File: src/rtl/dcd_pkg.sv
// Shared types for the DRAM cycle decoder.
// Assumes: the numeric codes of kind_e are visible at the top ports and are stable.
package dcd_pkg;

    typedef enum logic [2:0] {
        KIND_IDLE = 3'd0,
        KIND_ROW  = 3'd1,
        KIND_READ = 3'd2,
        KIND_EWR  = 3'd3,
        KIND_DWR  = 3'd4,
        KIND_RMW  = 3'd5,
        KIND_RREF = 3'd6,
        KIND_CBR  = 3'd7
    } kind_e;

    // True for the access types that store data into the array.
    function automatic logic kind_writes(kind_e k);
        return (k == KIND_EWR) || (k == KIND_DWR) || (k == KIND_RMW);
    endfunction

    // True for the access types in which the outputs may drive.
    function automatic logic kind_drives(kind_e k);
        return (k == KIND_READ) || (k == KIND_DWR) || (k == KIND_RMW);
    endfunction

endpackage

File: src/rtl/dcd_sampler.sv
// Keeps the previous sample of every strobe and derives edge events from it.
// Assumes: strobes are already synchronous to clk; the reset value of each is inactive (high).
module dcd_sampler #(
    parameter int LANES = 2
) (
    input  logic             clk,
    input  logic             rst_n,
    input  logic             ras_n,
    input  logic [LANES-1:0] cas_n,
    input  logic             we_n,
    output logic             ras_fall,
    output logic             ras_rise,
    output logic             cas_any_low,
    output logic             cas_fall,
    output logic [LANES-1:0] lane_fall,
    output logic             we_fall
);
    logic             ras_q;
    logic [LANES-1:0] cas_q;
    logic             we_q;

    // Hold the previous sample of each strobe.
    always_ff @(posedge clk) begin
        if (!rst_n) begin
            ras_q <= 1'b1;
            cas_q <= '1;
            we_q  <= 1'b1;
        end else begin
            ras_q <= ras_n;
            cas_q <= cas_n;
            we_q  <= we_n;
        end
    end

    // Edge events: the combined strobe opens on the earliest lane and closes on the last.
    always_comb begin
        ras_fall    = ras_q & ~ras_n;
        ras_rise    = ~ras_q & ras_n;
        cas_any_low = ~&cas_n;
        cas_fall    = cas_any_low & (&cas_q);
        lane_fall   = cas_q & ~cas_n;
        we_fall     = we_q & ~we_n;
    end
endmodule

File: src/rtl/dcd_classifier.sv
// Tracks the access type across one row period and counts column accesses.
// Assumes: edge events come from dcd_sampler for the same sample.
module dcd_classifier
    import dcd_pkg::*;
#(
    parameter int PAGE_AT = 2
) (
    input  logic  clk,
    input  logic  rst_n,
    input  logic  ras_n,
    input  logic  we_n,
    input  logic  oe_n,
    input  logic  ras_fall,
    input  logic  ras_rise,
    input  logic  cas_any_low,
    input  logic  cas_fall,
    input  logic  we_fall,
    output kind_e kind_nxt,
    output kind_e kind_q,
    output logic  page_q
);
    localparam int CW = $clog2(PAGE_AT + 1);

    logic [CW-1:0] cnt_q, cnt_nxt;
    logic          seen_q, seen_nxt;

    // Next access type from the current sample and the held type.
    always_comb begin
        kind_nxt = kind_q;
        if (ras_fall) begin
            kind_nxt = cas_any_low ? KIND_CBR : KIND_ROW;
        end else if (ras_rise) begin
            if (kind_q == KIND_ROW) kind_nxt = KIND_RREF;
        end else if (!ras_n && kind_q != KIND_CBR) begin
            if (cas_fall)
                kind_nxt = we_n ? KIND_READ : KIND_EWR;
            else if (we_fall && cas_any_low && kind_q == KIND_READ)
                kind_nxt = seen_q ? KIND_RMW : KIND_DWR;
        end
    end

    // Column access counter (saturating) and the "output already driven" flag.
    always_comb begin
        cnt_nxt  = cnt_q;
        seen_nxt = seen_q;
        if (ras_fall) begin
            cnt_nxt  = '0;
            seen_nxt = 1'b0;
        end else begin
            if (!ras_n && cas_fall && kind_q != KIND_CBR && cnt_q != CW'(PAGE_AT))
                cnt_nxt = cnt_q + 1'b1;
            if (cas_fall)
                seen_nxt = 1'b0;
            if (!ras_n && cas_any_low && we_n && !oe_n && kind_nxt == KIND_READ)
                seen_nxt = 1'b1;
        end
    end

    // State update.
    always_ff @(posedge clk) begin
        if (!rst_n) begin
            kind_q <= KIND_IDLE;
            cnt_q  <= '0;
            seen_q <= 1'b0;
        end else begin
            kind_q <= kind_nxt;
            cnt_q  <= cnt_nxt;
            seen_q <= seen_nxt;
        end
    end

    assign page_q = (cnt_q == CW'(PAGE_AT));
endmodule

File: src/rtl/dcd_lanes.sv
// Per-lane write strobes, output enables and the cross-lane mode agreement check.
// Assumes: kind_nxt is the type chosen for the same sample by dcd_classifier.
module dcd_lanes
    import dcd_pkg::*;
#(
    parameter int LANES = 2
) (
    input  logic             clk,
    input  logic             rst_n,
    input  logic             ras_n,
    input  logic [LANES-1:0] cas_n,
    input  logic             we_n,
    input  logic             oe_n,
    input  logic             ras_fall,
    input  logic             cas_fall,
    input  logic [LANES-1:0] lane_fall,
    input  kind_e            kind_nxt,
    output logic [LANES-1:0] wr_q,
    output logic [LANES-1:0] oe_q,
    output logic             conflict_q
);
    logic [LANES-1:0] vld_q, vld_nxt;
    logic [LANES-1:0] early_q, early_nxt;
    logic             any_early, any_late;

    for (genvar g = 0; g < LANES; g++) begin : g_lane
        logic cap;
        assign cap          = lane_fall[g] & ~ras_n & (kind_nxt != KIND_CBR);
        assign vld_nxt[g]   = ras_fall ? 1'b0 : (cap ? 1'b1 : (cas_fall ? 1'b0 : vld_q[g]));
        assign early_nxt[g] = cap ? ~we_n : early_q[g];

        // Record this lane's write level at its own strobe fall; drive its strobes.
        always_ff @(posedge clk) begin
            if (!rst_n) begin
                vld_q[g]   <= 1'b0;
                early_q[g] <= 1'b0;
                wr_q[g]    <= 1'b0;
                oe_q[g]    <= 1'b0;
            end else begin
                vld_q[g]   <= vld_nxt[g];
                early_q[g] <= early_nxt[g];
                wr_q[g]    <= ~ras_n & ~cas_n[g] & ~we_n & kind_writes(kind_nxt);
                oe_q[g]    <= ~ras_n & ~cas_n[g] & ~oe_n & we_n & kind_drives(kind_nxt);
            end
        end
    end

    assign any_early = |(vld_nxt & early_nxt);
    assign any_late  = |(vld_nxt & ~early_nxt);

    // Sticky disagreement flag, cleared when a new row period opens.
    always_ff @(posedge clk) begin
        if (!rst_n)        conflict_q <= 1'b0;
        else if (ras_fall) conflict_q <= 1'b0;
        else               conflict_q <= conflict_q | (any_early & any_late);
    end
endmodule

File: src/rtl/dram_cycle_decoder.sv
// Top level: classifies DRAM strobe activity into access types per row period.
// Assumes: all strobes are active low and sampled on clk; reset is synchronous, active low.
module dram_cycle_decoder
    import dcd_pkg::*;
#(
    parameter int LANES   = 2,
    parameter int PAGE_AT = 2
) (
    input  logic             clk,
    input  logic             rst_n,
    input  logic             ras_n,
    input  logic [LANES-1:0] cas_n,
    input  logic             we_n,
    input  logic             oe_n,
    output logic [2:0]       cycle_kind,
    output logic             page_mode,
    output logic [LANES-1:0] wr_lane,
    output logic [LANES-1:0] oe_lane,
    output logic             lane_conflict
);
    logic             ras_fall, ras_rise, cas_any_low, cas_fall, we_fall;
    logic [LANES-1:0] lane_fall;
    kind_e            kind_nxt, kind_q;

    dcd_sampler #(.LANES(LANES)) u_smp (
        .clk(clk), .rst_n(rst_n), .ras_n(ras_n), .cas_n(cas_n), .we_n(we_n),
        .ras_fall(ras_fall), .ras_rise(ras_rise), .cas_any_low(cas_any_low),
        .cas_fall(cas_fall), .lane_fall(lane_fall), .we_fall(we_fall)
    );

    dcd_classifier #(.PAGE_AT(PAGE_AT)) u_cls (
        .clk(clk), .rst_n(rst_n), .ras_n(ras_n), .we_n(we_n), .oe_n(oe_n),
        .ras_fall(ras_fall), .ras_rise(ras_rise), .cas_any_low(cas_any_low),
        .cas_fall(cas_fall), .we_fall(we_fall),
        .kind_nxt(kind_nxt), .kind_q(kind_q), .page_q(page_mode)
    );

    dcd_lanes #(.LANES(LANES)) u_lanes (
        .clk(clk), .rst_n(rst_n), .ras_n(ras_n), .cas_n(cas_n), .we_n(we_n), .oe_n(oe_n),
        .ras_fall(ras_fall), .cas_fall(cas_fall), .lane_fall(lane_fall),
        .kind_nxt(kind_nxt), .wr_q(wr_lane), .oe_q(oe_lane), .conflict_q(lane_conflict)
    );

    assign cycle_kind = kind_q;
endmodule

File: config.mk
export PLATFORM = sky130hd
export DESIGN_NAME = dram_cycle_decoder
export DESIGN_NICKNAME = d
export VERILOG_FILES = /design/src/rtl/dcd_pkg.sv /design/src/rtl/dcd_sampler.sv /design/src/rtl/dcd_classifier.sv /design/src/rtl/dcd_lanes.sv /design/src/rtl/dram_cycle_decoder.sv
export SDC_FILE = /design/constraint.sdc
export NUM_CORES = 1
export LEC_CHECK = 0
export BUFFER_PORTS_ARGS = -buffer_cell sky130_fd_sc_hd__buf_2
export CAP_MARGIN = 10
export CORE_MARGIN = 2
export CORE_UTILIZATION = 53
export DETAILED_ROUTE_END_ITERATION = 7
export PLACE_DENSITY = 0.74
export SYNTH_ARGS = -nofsm -noshare
export SYNTH_HDL_FRONTEND = slang
export SYNTH_HIERARCHICAL = 1
export SYNTH_SLANG_ARGS = --single-unit
File: constraint.sdc
create_clock -name clk -period 2.26 [get_ports clk]
set_input_delay 0 -clock clk [delete_from_list [all_inputs] [get_ports clk]]
set_output_delay 0 -clock clk [all_outputs]
set_load 0.02 [all_outputs]
==> metrics.cfg, run 1 <==
[worst_setup_path]
cp_max_fo = 6
slowest_stage = a311o_1
cpPeakStageDelay_ns = 0.38
path_common_cell = a21oi_1
start_kind = flop
setup.worst_path.class = reg2reg
worst_setup_path_end_kind = flop
cp_data_required_time_ns = 2.51
worstPathArrival_ns = 2.41
path_cells = and3_1, nor2b_2, nor2_1, nand3b_1, a21oi_1, a21oi_1, buf_4, a311o_1, a31oi_1, o211a_1

[place]
pre_cts_ws_ns = 0.0674
io_buffers = 15
dp_hpwl_um = 1600
gp_congestion = 0.889
placed_area_um2 = 1110

[timing]
hold_viol = 0
layout_min_cycle_time_ns = 2.15
relSlewSlack = 0.653
fmax_mhz = 464
clock_skew_ns = 0.00972
worst_slack_ns = 0.106
worstMarginPinSlew_ns = 0.520
finalSetupViolCount = 0
timing.setup.tns_ns = 0
post-route-period-util = 0.953
maxSlewViolCount = 0

[global_route]
grt_util_met2 = 0.369
grt_pass1_wl_um = 3470
grt_overflow_total = 0
met1_usage = 0.291
top_usage_layer = met2
grt_antenna_before_repair = 0
gr-usage-all-layers = 0.226
grt.met3_usage = 0.0549
grt_max_degree = 14
grt_pass1_vias = 810

[clock_network]
clock_latency_ns = 0.31
postCtsSetupRepairBufs = 0
htreeDepth = 1
clock_path_buffers = 2
clockRootBuffer = clkbuf_4
cts.sinks = 19
cts_tree = built
cts_buffers = 3
clk_pin_slew_ns = 0.12

[final_layout]
drive_gt1_frac = 0.232
nets = 147
antennaDiodeCount = 0
design_area_um2 = 1200
final_common_cell = dfxtp_1
utilization = 0.705
syn_to_final_growth_pct = 26.9
final_cell_mix = dfxtp_1, buf_2, nand2b_1, buf_4
fillCellCount = 133

[detailed_routing]
drtAntennaViolNets = 0
drc = 0
vias_per_cell = 5.73
dr.pass1.iters = 4
vias = 934
routed_wl_um = 2250
drt-initial-drc-count = 30
wire_per_inst_um = 13.8

[floorplan]
dieWidth_um = 46.3
start_util = 0.555
io_pins = 16
rows = 15
die_h_um = 46.3
dieArea_um2 = 2140
design.core.area_um2 = 1710

[logic_synthesis]
synth_cell_types = 36
syn_nets = 115
yosysSeqAreaShare = 0.401
synthCells = 107
synth.cell_area_um2 = 948
avgSynthCellArea_um2 = 8.86
synth_warnings = 6
synth_seq_cells = 19

[job]
max_cap_violations = 0

[status]
status = complete, no violations

[worst_hold_path]
hold_path.class = in2reg

[pwr]
p_leak_uw = 0.000521
power.density_nw_per_um2 = 591
power_uw = 711
peakVddDrop_v = 0.000379

-- sequential cells by signal, summed over array words and instances, names as in the netlist --
name / cells
u_lanes/early_q: 2
u_smp/ras_q: 1
u_lanes/oe_q: 2
u_lanes/wr_q: 2
u_cls/seen_q: 1
u_cls/kind_q: 3
u_cls/cnt_q: 2
u_smp/cas_q: 2
u_lanes/conflict_q: 1
u_lanes/vld_q: 2
u_smp/we_q: 1
-- final timing paths --
path | endpoint | slack, ns | startpoint | cells past startpoint
max | u_lanes/conflict_q | 0.11 | u_smp/cas_q[1] | 10
min | u_smp/we_q | 0.07 | we_n | 3
max reg2reg | u_lanes/conflict_q | 0.11 | u_smp/cas_q[1] | 10
min reg2reg | u_lanes/vld_q[0] | 0.50 | u_lanes/vld_q[0] | 2
-- where the power goes --
group          switching [uW]  internal, uW
registers                13.7           350
logic                    90.5          78.3
clock network             112          66.1
total                     216           495
-- cells in the mapped netlist, drive strengths merged --
master / count / area [um2]
o32ai: 1 / 16.3
mux2i: 4 / 40.0
nand4b: 3 / 26.3
dfxtp: 19 / 380
a211o: 1 / 8.76
nor4b: 1 / 8.76
a221o: 1 / 10.0
nor2: 7 / 26.3
nand3: 2 / 10.0
and2: 4 / 25.0
and3: 1 / 6.26
nor4bb: 1 / 10.0
nor3: 4 / 20.0
mux2: 1 / 11.3
nand2b: 11 / 68.8
or3: 1 / 6.26
nand2: 6 / 22.5
a311o: 1 / 10.0
nand3b: 3 / 22.5
and2b: 2 / 16.3
a211oi: 2 / 15.0
ha: 1 / 12.5
o311ai: 1 / 8.76
a31oi: 3 / 18.8
o22ai: 2 / 12.5
xnor2: 2 / 17.5
o211a: 1 / 10.0
nor2b: 4 / 27.5
nor4: 1 / 6.26
inv: 7 / 26.3
a21oi: 5 / 25.0
a22oi: 1 / 7.51
o21ai: 3 / 15.0
-- metrics by stage --
| stage | hold slack [ns] | cells |
|---|---|---|
| after global placement | 0.225 | 155 |
| after detailed placement | 0.232 | 155 |
| after global routing | 0.0885 | 163 |
| after CTS | 0.0577 | 163 |
| final | 0.0743 | 163 |
| after floorplan | 0.0730 | 107 |
-- layer usage --
metal  part of all wire  up-vias  wire, um
li1                   -      451         -
met1               0.44      437       995
met2               0.47       42      1060
met3              0.077        4       174
met4             0.0076        0        17
met5                  0        -         0
-- critical path: cells and delay by family (launching register included) --
family                 cells  cell delay (ns)
AO/OA/AOI/OAI              5             1.03
AND/OR/NAND/NOR            4             0.58
flip-flops                 1             0.32
buffers and inverters      1             0.17
-- cells by family after synthesis --
group,Yosys count,synth area share
simple gates,51,0.319
compound gates,22,0.166
flops,19,0.401
buf+inv,7,0.0277
mux,5,0.0541
xor+xnor,2,0.0185
fa+ha+maj,1,0.0132
-- repair_timing --
item                                   4_1_cts  5_1_grt
resized for setup                            0        3
hold buffers                                 4        0
endpoints found under the hold margin        8        0
setup endpoints to repair                    0        3
-- area by class of cell --
class	instances	area, um2	area share
clock buffer	3	22.5	0.0187
inverter	7	26.3	0.0218
timing repair buffer	27	175	0.146
multi-input combinational	81	563	0.468
sequential	19	380	0.316
clock inverter	1	5.00	0.00416
tap	25	31.3	0.0260
No activity file was read; power rests on OpenSTA's default activity.
==> inputs of run 2 (changes only) <==
==> constraint.sdc (replaced) <==
create_clock -name clk -period 2.3 [get_ports clk]
set_input_delay 0 -clock clk [delete_from_list [all_inputs] [get_ports clk]]
set_output_delay 0 -clock clk [all_outputs]
set_load 0.02 [all_outputs]
==> run 2 against run 1 <==
Setup slack lost 0.011 ns; maximum frequency shrank 2.3%; die area is the same; global-route usage shrank 0.57 points; flip-flop and latch count is the same; largest cell class unchanged.
==> metrics.cfg, run 2 (synthesis gave the netlist of run 1 again) <==
[floorplan]
start_util = 0.555
rows = 15
io_pins = 16
design.core.area_um2 = 1710
dieArea_um2 = 2140
die_h_um = 46.3
dieWidth_um = 46.3

[worst_hold_path]
hold_path.class = in2reg

[final_layout]
utilization = 0.699
nets = 146
drive_gt1_frac = 0.226
antennaDiodeCount = 0
final_common_cell = dfxtp_1
largest_register_ffs = 3
regMostFlops = u_cls/kind_q
syn_to_final_growth_pct = 25.9
fillCellCount = 154
final_cell_mix = dfxtp_1, buf_2, nand2b_1

[worst_setup_path]
cp_max_fo = 6
cp_data_required_time_ns = 2.50
setup.worst_path.class = reg2reg
worst_setup_path_end_kind = flop
worstPathArrival_ns = 2.41
start_kind = flop

[detailed_routing]
drtAntennaViolNets = 0
drc = 0
drt-initial-drc-count = 23
wire_per_inst_um = 13.5
routed_wl_um = 2190
vias_per_cell = 5.41
dr.pass1.iters = 4
vias = 877

[global_route]
grt_pass1_vias = 763
grt_max_degree = 14
grt_pass1_wl_um = 3270
gr-usage-all-layers = 0.220
grt_antenna_before_repair = 0
grt_overflow_total = 0

[timing]
post-route-period-util = 0.959
worstMarginPinSlew_ns = 0.558
layout_min_cycle_time_ns = 2.20
timing.setup.tns_ns = 0
clock_skew_ns = 0.00733
fmax_mhz = 454
maxSlewViolCount = 0
relSlewSlack = 0.627
hold_viol = 0
worst_slack_ns = 0.0954
finalSetupViolCount = 0

[place]
dp_hpwl_um = 1550
gp_congestion = 0.882
pre_cts_ws_ns = 0.0886
io_buffers = 15

[clock_network]
clock_path_buffers = 2
clk_pin_slew_ns = 0.11
clock_latency_ns = 0.30
cts.sinks = 19
clockRootBuffer = clkbuf_4
cts_tree = built
cts_buffers = 3
htreeDepth = 1

[pwr]
p_leak_uw = 0.000515
peakVddDrop_v = 0.000364
power.density_nw_per_um2 = 577

[job]
max_cap_violations = 0

[status]
status = complete, no violations

run 2: cell types whose count changed in the layout (fill, tap and decap cells not counted):
cell and change:
a21oi_1 -1, buf_4 -1, a31oi_2 -1, a21oi_2 +1
a31oi_1 +1
run 2: repair_timing:
item,in CTS,in global routing
setup buffers,0,0
endpoints found under the hold margin,8,0
hold buffers,4,0
endpoints found under the setup margin,1,2
resized for setup,1,2
pin swaps,0,1
run 2: critical path, cell delays in order, from the launching register on:
cell and delay (ns):
dfxtp_1 0.32, and3_1 0.17, nor2b_2 0.18, nor2_1 0.17, nand3b_1 0.11, a21oi_2 0.16, a21oi_1 0.06, buf_4 0.18
a31oi_1 0.23, o311ai_1 0.14, a221o_1 0.28, o211a_1 0.12
run 2: report_power, final:
group / internal, uW / switching [uW]
Sequential: 344 / 14.6
Combinational: 74.6 / 85.2
Clock: 64.9 / 105
run 2: stage by stage:
step / instances / hold slack [ns] / area [um2] / power (uW)
2_1_floorplan: 107 / 0.0730 / 948 / 455
3_3_place_gp: 154 / 0.225 / 1110 / 510
3_5_place_dp: 154 / 0.226 / 1110 / 513
4_1_cts: 162 / 0.0541 / 1180 / 692
5_1_grt: 162 / 0.0774 / 1190 / 725
6_report: 162 / 0.0775 / 1190 / 689
run 2: area by class of cell:
type                       count  area (um2)  area share
inverter                       7        26.3      0.0220
sequential                    19         380       0.319
tap                           25        31.3      0.0262
clock buffer                   3        22.5      0.0189
timing repair buffer          26         168       0.140
multi-input combinational     81         561       0.470
clock inverter                 1        5.00     0.00419
run 2: final timing paths:
path                                       start            endpoint  slack, ns  cells past startpoint
worst max-delay path              u_smp/cas_q[1]  u_lanes/conflict_q        0.1                     11
worst min-delay path                        we_n          u_smp/we_q       0.08                      3
worst max register to register    u_smp/cas_q[1]  u_lanes/conflict_q        0.1                     11
worst min register to register  u_lanes/vld_q[0]    u_lanes/vld_q[0]       0.49                      2
run 2: per-layer routing:
layer  GRT usage  routed length, um  vias up
li1            -                  -      446
met1       0.294               1030      411
met2       0.333               1080       18
met3      0.0392                 69        2
met4       0.120                 12        0
met5           0                  0        -
==> inputs of run 3 (changes only) <==
--- a/config.mk
+++ b/config.mk
@@ -10,7 +10,7 @@
 export CORE_MARGIN = 2
 export CORE_UTILIZATION = 53
 export DETAILED_ROUTE_END_ITERATION = 7
-export PLACE_DENSITY = 0.74
+export PLACE_DENSITY = 0.85
 export SYNTH_ARGS = -nofsm -noshare
 export SYNTH_HDL_FRONTEND = slang
 export SYNTH_HIERARCHICAL = 1
==> run 3 against run 2 <==
Global-route usage shrank 1.2 points; wire length shrank 3.4%; core utilization shrank 1.4 points; critical endpoint unchanged; highest routed layer unchanged.
==> metrics.cfg, run 3 (synthesis gave the netlist of run 1 again) <==
[clock_network]
postCtsSetupRepairBufs = 0
cts.sinks = 19
clock_latency_ns = 0.29
clk_pin_slew_ns = 0.10
cts_tree = built
htreeDepth = 1
cts_buffers = 3
clockRootBuffer = clkbuf_4
clock_path_buffers = 2

[final_layout]
final_common_cell = dfxtp_1
design_area_um2 = 1170
final_cell_mix = dfxtp_1, buf_2, nand2b_1, inv_1, nor2_1
utilization = 0.685
nets = 143
largest_register_ffs = 3
antennaDiodeCount = 0
syn_to_final_growth_pct = 23.4
regMostFlops = u_cls/kind_q
drive_gt1_frac = 0.209

[global_route]
grt_overflow_total = 0
grt_max_degree = 14
gr-usage-all-layers = 0.208
grt_pass1_vias = 738
grt_antenna_before_repair = 0
grt_pass1_wl_um = 3170

[timing]
fmax_mhz = 459
relSlewSlack = 0.813
fin_hold_ws_ns = 0.0708
maxSlewViolCount = 0
clock_skew_ns = 0.00164
finalSetupViolCount = 0
post-route-period-util = 0.946
hold_viol = 0
layout_min_cycle_time_ns = 2.18
worstMarginPinSlew_ns = 0.277

[detailed_routing]
wire_per_inst_um = 13.3
drc = 0
drtAntennaViolNets = 0
dr.pass1.iters = 4
vias = 881
drt-initial-drc-count = 30
vias_per_cell = 5.54
routed_wl_um = 2120

[pwr]
power_uw = 671
p_switching_uw = 191
p_seq_frac = 0.535
switching_share = 0.285
power.density_nw_per_um2 = 573
peakVddDrop_v = 0.000462
intPower_uw = 479
power_frac_clock = 0.237
p_comb_frac = 0.228
p_leak_uw = 0.000496

[worst_setup_path]
worstRegToRegCells = 7
crit_end = u_lanes/conflict_q
worstPathArrival_ns = 2.37
worst_setup_path_end_kind = flop
start_kind = flop
cp_max_fo = 7
setup.worst_path.class = reg2reg
rrSetupSlack_ns = 0.12
r2r-end = u_lanes/conflict_q
cp-startpoint = u_cls/kind_q[1]
r2r_start = u_cls/kind_q[1]
cp_data_required_time_ns = 2.49

[place]
placed_area_um2 = 1080
gp_congestion = 0.856
dp_hpwl_um = 1370
io_buffers = 15

[floorplan]
start_util = 0.555
design.core.area_um2 = 1710
die_h_um = 46.3
rows = 15
dieWidth_um = 46.3
io_pins = 16
dieArea_um2 = 2140

[status]
status = complete, no violations

[worst_hold_path]
hold_path.class = in2reg

[job]
max_cap_violations = 0

run 3: stage by stage:
stage / std cells / setup TNS, ns / worst slack (ns)
after floorplan: 107 / 0 / 0.254
after global placement: 151 / 0 / 0.177
after detailed placement: 151 / 0 / 0.0993
after CTS: 159 / 0 / 0.0592
after global routing: 159 / -0.0378 / -0.0378
final: 159 / 0 / 0.123
run 3: area by class of cell:
cell class | count | area, um2
clock buffer | 4 | 26.3
fill | 130 | 538
inverter | 7 | 26.3
multi-input combinational | 81 | 561
sequential | 19 | 380
tap | 25 | 31.3
timing repair buffer | 23 | 145
run 3: how the worst min path moves through the flow:
stage,from,end,slack [ns],cells after the start
2_1_floorplan,rst_n,u_smp/cas_q[0],0.07,1
4_1_cts,ras_n,u_lanes/wr_q[0],0.04,2
3_5_place_dp,cas_n[0],u_lanes/wr_q[0],0.23,2
5_1_grt,we_n,u_smp/we_q,0.05,2
3_3_place_gp,cas_n[1],u_lanes/wr_q[1],0.23,2
6_report,we_n,u_smp/we_q,0.07,2
run 3: metal layers:
layer | GRT usage | vias to the layer above | part of all wire
met5 | 0 | - | 0
met4 | 0.103 | 0 | 0.012
met3 | 0.0353 | 4 | 0.053
met2 | 0.303 | 37 | 0.47
met1 | 0.294 | 400 | 0.46
li1 | - | 440 | -
run 3: what timing repair did:
action                     4_1_cts  5_1_grt
hold buffers                     4        0
setup endpoints to repair        0        6
hold endpoints to repair         8        0
resized for setup                0        4
run 3: critical path, cell delays in order (launching register included):
cell,delay [ns]
dfxtp_1,0.49
mux2_1,0.35
a22oi_1,0.29
o22ai_1,0.19
a31oi_1,0.21
o311ai_1,0.13
a221o_1,0.28
o211a_1,0.12
run 3: power by group through the flow:
stage                     sequential [uW]  clock [uW]  combinational (uW)
after floorplan                       370           0                84.8
after global placement                364           0                 135
after detailed placement              365           0                 137
after CTS                             358         168                 143
after global routing                  361         179                 163
final                                 359         159                 153
